==> src/rtl/bypass_pkg.sv <==
package bypass_pkg;

    localparam int REG_AW  = 5;
    localparam int NUM_SRC = 2;
    localparam int SEL_W   = 2;

    typedef logic [REG_AW-1:0] reg_idx_t;

    typedef enum logic [SEL_W-1:0] {
        OPSEL_RF  = 2'b00,
        OPSEL_WB  = 2'b01,
        OPSEL_ALU = 2'b10
    } opsel_e;

    // full control slot held in the execute register
    typedef struct packed {
        reg_idx_t rs1;
        reg_idx_t rs2;
        reg_idx_t rd;
        logic     reg_we;
        logic     mem_we;
        logic     is_load;
        logic     bubble;
    } slot_t;

    // destination view kept for the two later stages
    typedef struct packed {
        reg_idx_t rd;
        logic     reg_we;
        logic     is_load;
    } dst_t;

    localparam slot_t SLOT_EMPTY = '0;
    localparam dst_t  DST_EMPTY  = '0;

    function automatic slot_t make_bubble();
        slot_t s;
        s        = SLOT_EMPTY;
        s.bubble = 1'b1;
        return s;
    endfunction

    function automatic dst_t to_dst(slot_t s);
        dst_t d;
        d.rd      = s.rd;
        d.reg_we  = s.reg_we;
        d.is_load = s.is_load;
        return d;
    endfunction

    // a producer counts only if it writes and its destination is not r0
    function automatic logic produces(dst_t d, reg_idx_t r);
        return d.reg_we && (d.rd != '0) && (d.rd == r);
    endfunction

endpackage

==> src/rtl/bypass_stage_regs.sv <==
module bypass_stage_regs
    import bypass_pkg::*;
(
    input  logic  clk,
    input  logic  rst,
    input  logic  insert_bubble,
    input  slot_t id_slot,
    output slot_t idex_q,
    output dst_t  exmem_q,
    output dst_t  memwb_q
);

    always_ff @(posedge clk) begin
        if (rst) begin
            idex_q  <= SLOT_EMPTY;
            exmem_q <= DST_EMPTY;
            memwb_q <= DST_EMPTY;
        end else begin
            memwb_q <= exmem_q;
            exmem_q <= to_dst(idex_q);
            if (insert_bubble) begin
                idex_q <= make_bubble();
            end else begin
                idex_q <= id_slot;
            end
        end
    end

    // a stall edge leaves a harmless bubble in execute
    a_r8_bubble_clears_writes: assert property (@(posedge clk) disable iff (rst)
        insert_bubble |=> (idex_q.bubble && !idex_q.reg_we && !idex_q.mem_we && !idex_q.is_load));

    // the bubble travels on as a slot that writes nothing
    a_r8_bubble_flows_down: assert property (@(posedge clk) disable iff (rst)
        idex_q.bubble |=> (!exmem_q.reg_we && !exmem_q.is_load));

endmodule

==> src/rtl/bypass_operand_sel.sv <==
module bypass_operand_sel
    import bypass_pkg::*;
(
    input  logic     clk,
    input  logic     rst,
    input  reg_idx_t src,
    input  dst_t     exmem,
    input  dst_t     memwb,
    output opsel_e   sel
);

    logic hit_alu;
    logic hit_wb;

    assign hit_alu = produces(exmem, src);
    assign hit_wb  = produces(memwb, src);

    // younger producer first
    always_comb begin
        if (hit_alu) begin
            sel = OPSEL_ALU;
        end else if (hit_wb) begin
            sel = OPSEL_WB;
        end else begin
            sel = OPSEL_RF;
        end
    end

    // reading r0 always comes from the register file
    a_r6_zero_from_rf: assert property (@(posedge clk) disable iff (rst)
        (src == '0) |-> (sel == OPSEL_RF));

    // only the three legal encodings appear
    a_r5_legal_select: assert property (@(posedge clk) disable iff (rst)
        (sel == OPSEL_RF) || (sel == OPSEL_WB) || (sel == OPSEL_ALU));

    // a load two stages ahead reaches execute on the write-back path
    a_r9_load_via_wb: assert property (@(posedge clk) disable iff (rst)
        (memwb.is_load && memwb.reg_we && memwb.rd == src && src != '0 &&
         !(exmem.reg_we && exmem.rd == src)) |-> (sel == OPSEL_WB));

endmodule

==> src/rtl/bypass_load_use.sv <==
module bypass_load_use
    import bypass_pkg::*;
(
    input  logic                    clk,
    input  logic                    rst,
    input  reg_idx_t [NUM_SRC-1:0]  id_src,
    input  slot_t                   idex,
    output logic                    stall
);

    logic [NUM_SRC-1:0] hit;

    for (genvar g = 0; g < NUM_SRC; g++) begin : g_src
        assign hit[g] = produces(to_dst(idex), id_src[g]);
    end

    assign stall = idex.is_load && (|hit);

    // one cycle only, since the bubble that follows is never a load
    a_r7_single_cycle: assert property (@(posedge clk) disable iff (rst)
        stall |=> !stall);

    // a load to r0 never stalls
    a_r6_zero_no_stall: assert property (@(posedge clk) disable iff (rst)
        stall |-> (idex.rd != '0));

endmodule

==> src/rtl/bypass_interlock.sv <==
module bypass_interlock
    import bypass_pkg::*;
(
    input  logic       clk,
    input  logic       rst,
    input  logic [4:0] id_rs1,
    input  logic [4:0] id_rs2,
    input  logic [4:0] id_rd,
    input  logic       id_reg_we,
    input  logic       id_mem_we,
    input  logic       id_is_load,
    output logic [1:0] fwd_a_sel,
    output logic [1:0] fwd_b_sel,
    output logic       stall,
    output logic [4:0] ex_rd,
    output logic       ex_reg_we,
    output logic       ex_mem_we,
    output logic       ex_is_load,
    output logic       ex_bubble
);

    slot_t                  id_slot;
    slot_t                  idex_q;
    dst_t                   exmem_q;
    dst_t                   memwb_q;
    reg_idx_t [NUM_SRC-1:0] id_src;
    reg_idx_t [NUM_SRC-1:0] ex_src;
    opsel_e   [NUM_SRC-1:0] sel;
    logic                   stall_w;

    always_comb begin
        id_slot         = SLOT_EMPTY;
        id_slot.rs1     = id_rs1;
        id_slot.rs2     = id_rs2;
        id_slot.rd      = id_rd;
        id_slot.reg_we  = id_reg_we;
        id_slot.mem_we  = id_mem_we;
        id_slot.is_load = id_is_load;
    end

    assign id_src[0] = id_rs1;
    assign id_src[1] = id_rs2;
    assign ex_src[0] = idex_q.rs1;
    assign ex_src[1] = idex_q.rs2;

    bypass_stage_regs u_regs (
        .clk           (clk),
        .rst           (rst),
        .insert_bubble (stall_w),
        .id_slot       (id_slot),
        .idex_q        (idex_q),
        .exmem_q       (exmem_q),
        .memwb_q       (memwb_q)
    );

    bypass_load_use u_lu (
        .clk    (clk),
        .rst    (rst),
        .id_src (id_src),
        .idex   (idex_q),
        .stall  (stall_w)
    );

    for (genvar g = 0; g < NUM_SRC; g++) begin : g_op
        bypass_operand_sel u_sel (
            .clk   (clk),
            .rst   (rst),
            .src   (ex_src[g]),
            .exmem (exmem_q),
            .memwb (memwb_q),
            .sel   (sel[g])
        );
    end

    assign fwd_a_sel  = sel[0];
    assign fwd_b_sel  = sel[1];
    assign stall      = stall_w;
    assign ex_rd      = idex_q.rd;
    assign ex_reg_we  = idex_q.reg_we;
    assign ex_mem_we  = idex_q.mem_we;
    assign ex_is_load = idex_q.is_load;
    assign ex_bubble  = idex_q.bubble;

    // the interlock keeps a load from ever being bypassed off the ALU path
    a_r7_no_early_load: assert property (@(posedge clk) disable iff (rst)
        (exmem_q.is_load && exmem_q.reg_we && exmem_q.rd != '0) |->
        (exmem_q.rd != idex_q.rs1 && exmem_q.rd != idex_q.rs2));

    // an ALU-path select implies a writing producer one stage ahead
    a_r2_alu_has_producer: assert property (@(posedge clk) disable iff (rst)
        (fwd_a_sel == 2'b10 || fwd_b_sel == 2'b10) |-> exmem_q.reg_we);

endmodule

==> config.mk <==
export PLATFORM = sky130hd
export DESIGN_NAME = bypass_interlock
export DESIGN_NICKNAME = d
export VERILOG_FILES = /design/src/rtl/bypass_pkg.sv /design/src/rtl/bypass_stage_regs.sv /design/src/rtl/bypass_operand_sel.sv /design/src/rtl/bypass_load_use.sv /design/src/rtl/bypass_interlock.sv
export SDC_FILE = /design/constraint.sdc
export NUM_CORES = 1
export LEC_CHECK = 0
export ABC_AREA = 1
export BUFFER_PORTS_ARGS = -buffer_cell sky130_fd_sc_hd__buf_2
export CORE_MARGIN = 10
export CORE_UTILIZATION = 55
export CTS_CLUSTER_SIZE = 12
export DETAILED_ROUTE_END_ITERATION = 8
export GPL_ROUTABILITY_DRIVEN = 0
export PLACE_DENSITY_LB_ADDON = 0.2
export SLEW_MARGIN = 20
export SYNTH_ARGS = -nofsm -noshare
export SYNTH_HDL_FRONTEND = slang
export SYNTH_SLANG_ARGS = --single-unit
==> constraint.sdc <==
create_clock -name clk -period 3.5 [get_ports clk]
set_clock_uncertainty 0.1 [all_clocks]
set_input_delay 0.175 -clock clk [delete_from_list [all_inputs] [get_ports clk]]
set_output_delay 0.175 -clock clk [all_outputs]
set_load 0.05 [all_outputs]
==> metrics.txt <==
H-tree levels=2; antenna violations before repair=0; vias=1183; largest net degree at the start of global routing=19; vias in the first global route=1210; total CTS buffers=5; worst path cell trace=dlygate4sd3_1, buf_2, inv_1, nand2_1, nand2_1, nor2_1, nand3_1, nand2_1, nand2_2, inv_1, buf_2; mux cell area share after synthesis=0%; diode count=0; area grow syn2layout=33.0%; fmax=0.518 GHz; # DRC=0; mean area per synthesized cell=7.55 sq um; Max Cap Viol=0; P per Cell Area=453 mW/mm^2; detailed router's first-iteration violation count=43; CP max stage cell=dlygate4sd3_1; FF-to-FF path depth=7; Cell Area, Synth=0.00132 sq mm; Mapped Cells=175; Clock Root Buffer=clkbuf_4; hold endpoint=u_regs.memwb_q[1]; CP Data Arrival Time=1660 ps; Rows=17; area fraction in compound gates after synthesis=0.758%; Hold Fails Final Rpt=0; fin crit share=55.2%; Critical Path Fanout Max=3; worst-margin pin slew=281 ps; worst r2r src=u_regs.idex_q[6]; clk slew on worst S/H paths=100 ps; layout cells sized above 1=19.6%; final worst path period need=1930 ps; Synth Net Count=195; Syn. warnings=0; Pre-antenna DRT Iters=4; Fill cells=150; Top Metal Used=met4; XOR/XNOR Fraction of Synth Area=14.6%; dpl cell area=0.00149 sq mm; FF-to-FF setup slack=2010 ps; ANT nets after route=0; area share of fa/ha/maj cells after synthesis=0%; CP max stage delay=550 ps; power consumption=0.796 mW; flops & latches, synth=31; Worst setup EP type=output pin; cell mode on critical path=nand2_1; Port Buf Inserts=33; Vias/cell=4.59; met2 wire len=1530 microns; part of the Yosys area used for sequential elements=47.0%; CTS Buffer Depth=2; WP buf/inv=5; Simple-Gate Fraction of Synth Area=25.8%; Design Area, Final=0.00176 sq mm; clock latency on the worst-skew pair=340 ps; M1 WL=1320 microns; total global routing overflow=0; endpoints failing setup=0; Die X=69.0 microns; final design utilization=78.0%; Peak supply drop=0.000469 V; routed wl met3=246 microns; CP Class=primary input to output pin; core area=0.00225 sq mm; routed len/inst=12.2 microns; Cell variety after synth=16; WHS Path Cells=2; Slew Viols, Final=0; r2r endpoint=u_regs.idex_q[14]; CTS Sinks=31; largest family of logic cells by synthesized area=simple AND/OR/NAND/NOR gates; setup TNS=0 ps; Cells after DPL=232; crit path launch type=primary input; I/O pins=34; required time of the critical path=3220 ps; CP delay by family, top=buffers and inverters; RSZ-0062 raised after global routing=no; Post-DP HPWL=2160 microns; Worst Hold Class=primary input to flop; Tot GR Track Use=13.6%; nets@finish=249; fin cells=258; Die Span Y=69.0 microns; outcome=finished clean; DRT Wirelength=3160 microns; CTS tree=built; first-pass GRT wire length=5400 microns; Initial Util=58.6%; min setup slack post-route=1570 ps; hold_sp=rst; Setup WS pre-CTS=2000 ps; Die Area=0.00476 sq mm; hold_ws=63.1 ps; Pleak=0.952 nW; Slew Limit Headroom=81.4%
## worst reg2reg max path, delay by kind of cell (launching register included)
family	cells	cell delay, ps
buffers and inverters	1	50
DFF	1	370
and+or+nand+nor	6	920
## cell families (layout without fill, tap and decap cells)
group,Yosys count,count (layout)
and+or+nand+nor,82,82
buffers and inverters,38,93
DFF,31,31
xor gates and xnor gates,22,22
AOI/OAI and AO/OA,2,2
## state kept, by name, summed over array words and instances, names as in the netlist
name / flops
u_regs.memwb_q: 6
u_regs.idex_q: 19
u_regs.exmem_q: 6
## how the worst max path moves through the flow
stage / startpoint / to / slack (ps) / depth (start not counted)
2_1_floorplan: u_regs.idex_q[4] / stall / 1690 / 8
3_3_place_gp: u_regs.idex_q[7] / stall / 2020 / 9
3_5_place_dp: u_regs.idex_q[12] / fwd_b_sel[0] / 2000 / 5
4_1_cts: u_regs.idex_q[6] / stall / 1610 / 7
5_1_grt: id_rs2[2] / stall / 1430 / 11
6_report: id_rs2[2] / stall / 1570 / 11
## where the power goes
| group | total (mW) | switching [mW] | internal, mW |
|---|---|---|---|
| logic | 0.115 | 0.0645 | 0.0508 |
| clock network | 0.297 | 0.128 | 0.169 |
| registers | 0.384 | 0.0148 | 0.369 |
| total | 0.796 | 0.207 | 0.588 |
## synth_stat cells
cell type | number | area share, %
buf_4 | 2 | 1.1
nor2_1 | 39 | 11
buf_6 | 1 | 0.85
o21ai_0 | 2 | 0.76
nor3_1 | 5 | 1.9
nand4_1 | 4 | 1.9
xnor2_1 | 14 | 9.3
xor2_1 | 8 | 5.3
nand2_2 | 1 | 0.47
nand2_4 | 1 | 0.85
dfxtp_1 | 31 | 47
nand3_1 | 5 | 1.9
inv_1 | 32 | 9.1
nand2_1 | 27 | 7.7
clkbuf_1 | 1 | 0.28
inv_2 | 2 | 0.57
## layout make-up
type / instances / area [sq um] / area share [%]
flip-flops and latches: 31 / 621 / 35.3
multi-input cells: 106 / 543 / 30.9
repair buffers: 51 / 345 / 19.6
inverters: 34 / 128 / 7.26
clock buffers: 6 / 51.3 / 2.92
clock inverters: 2 / 35.0 / 1.99
well taps: 28 / 35.0 / 1.99
## what timing repair did
| item | 4_1_cts | 5_1_grt |
|---|---|---|
| gates resized for setup | 0 | 0 |
| endpoints found under the hold margin | 18 | 0 |
| hold buffers | 18 | 0 |
| buffers inserted | 0 | 0 |
## per-layer routing
metal	GRT usage (%)	vias up
met2	22.1	41
met1	14.2	518
met5	0	-
met3	7.28	6
li1	-	618
met4	5.76	0
## placed cells by master, fill, tap and decap left out
cell type / instances
buf_2: 33
bufinv_16: 1
clkbuf_4: 5
clkbuf_8: 1
clkinv_2: 1
dfxtp_1: 31
dlygate4sd3_1: 18
inv_1: 32
inv_2: 2
nand2_1: 27
nand2_2: 1
nand2_4: 1
nand3_1: 5
nand4_1: 4
nor2_1: 39
nor3_1: 5
o21ai_0: 2
xnor2_1: 14
xor2_1: 8
Power figures use the tool's default switching activity.
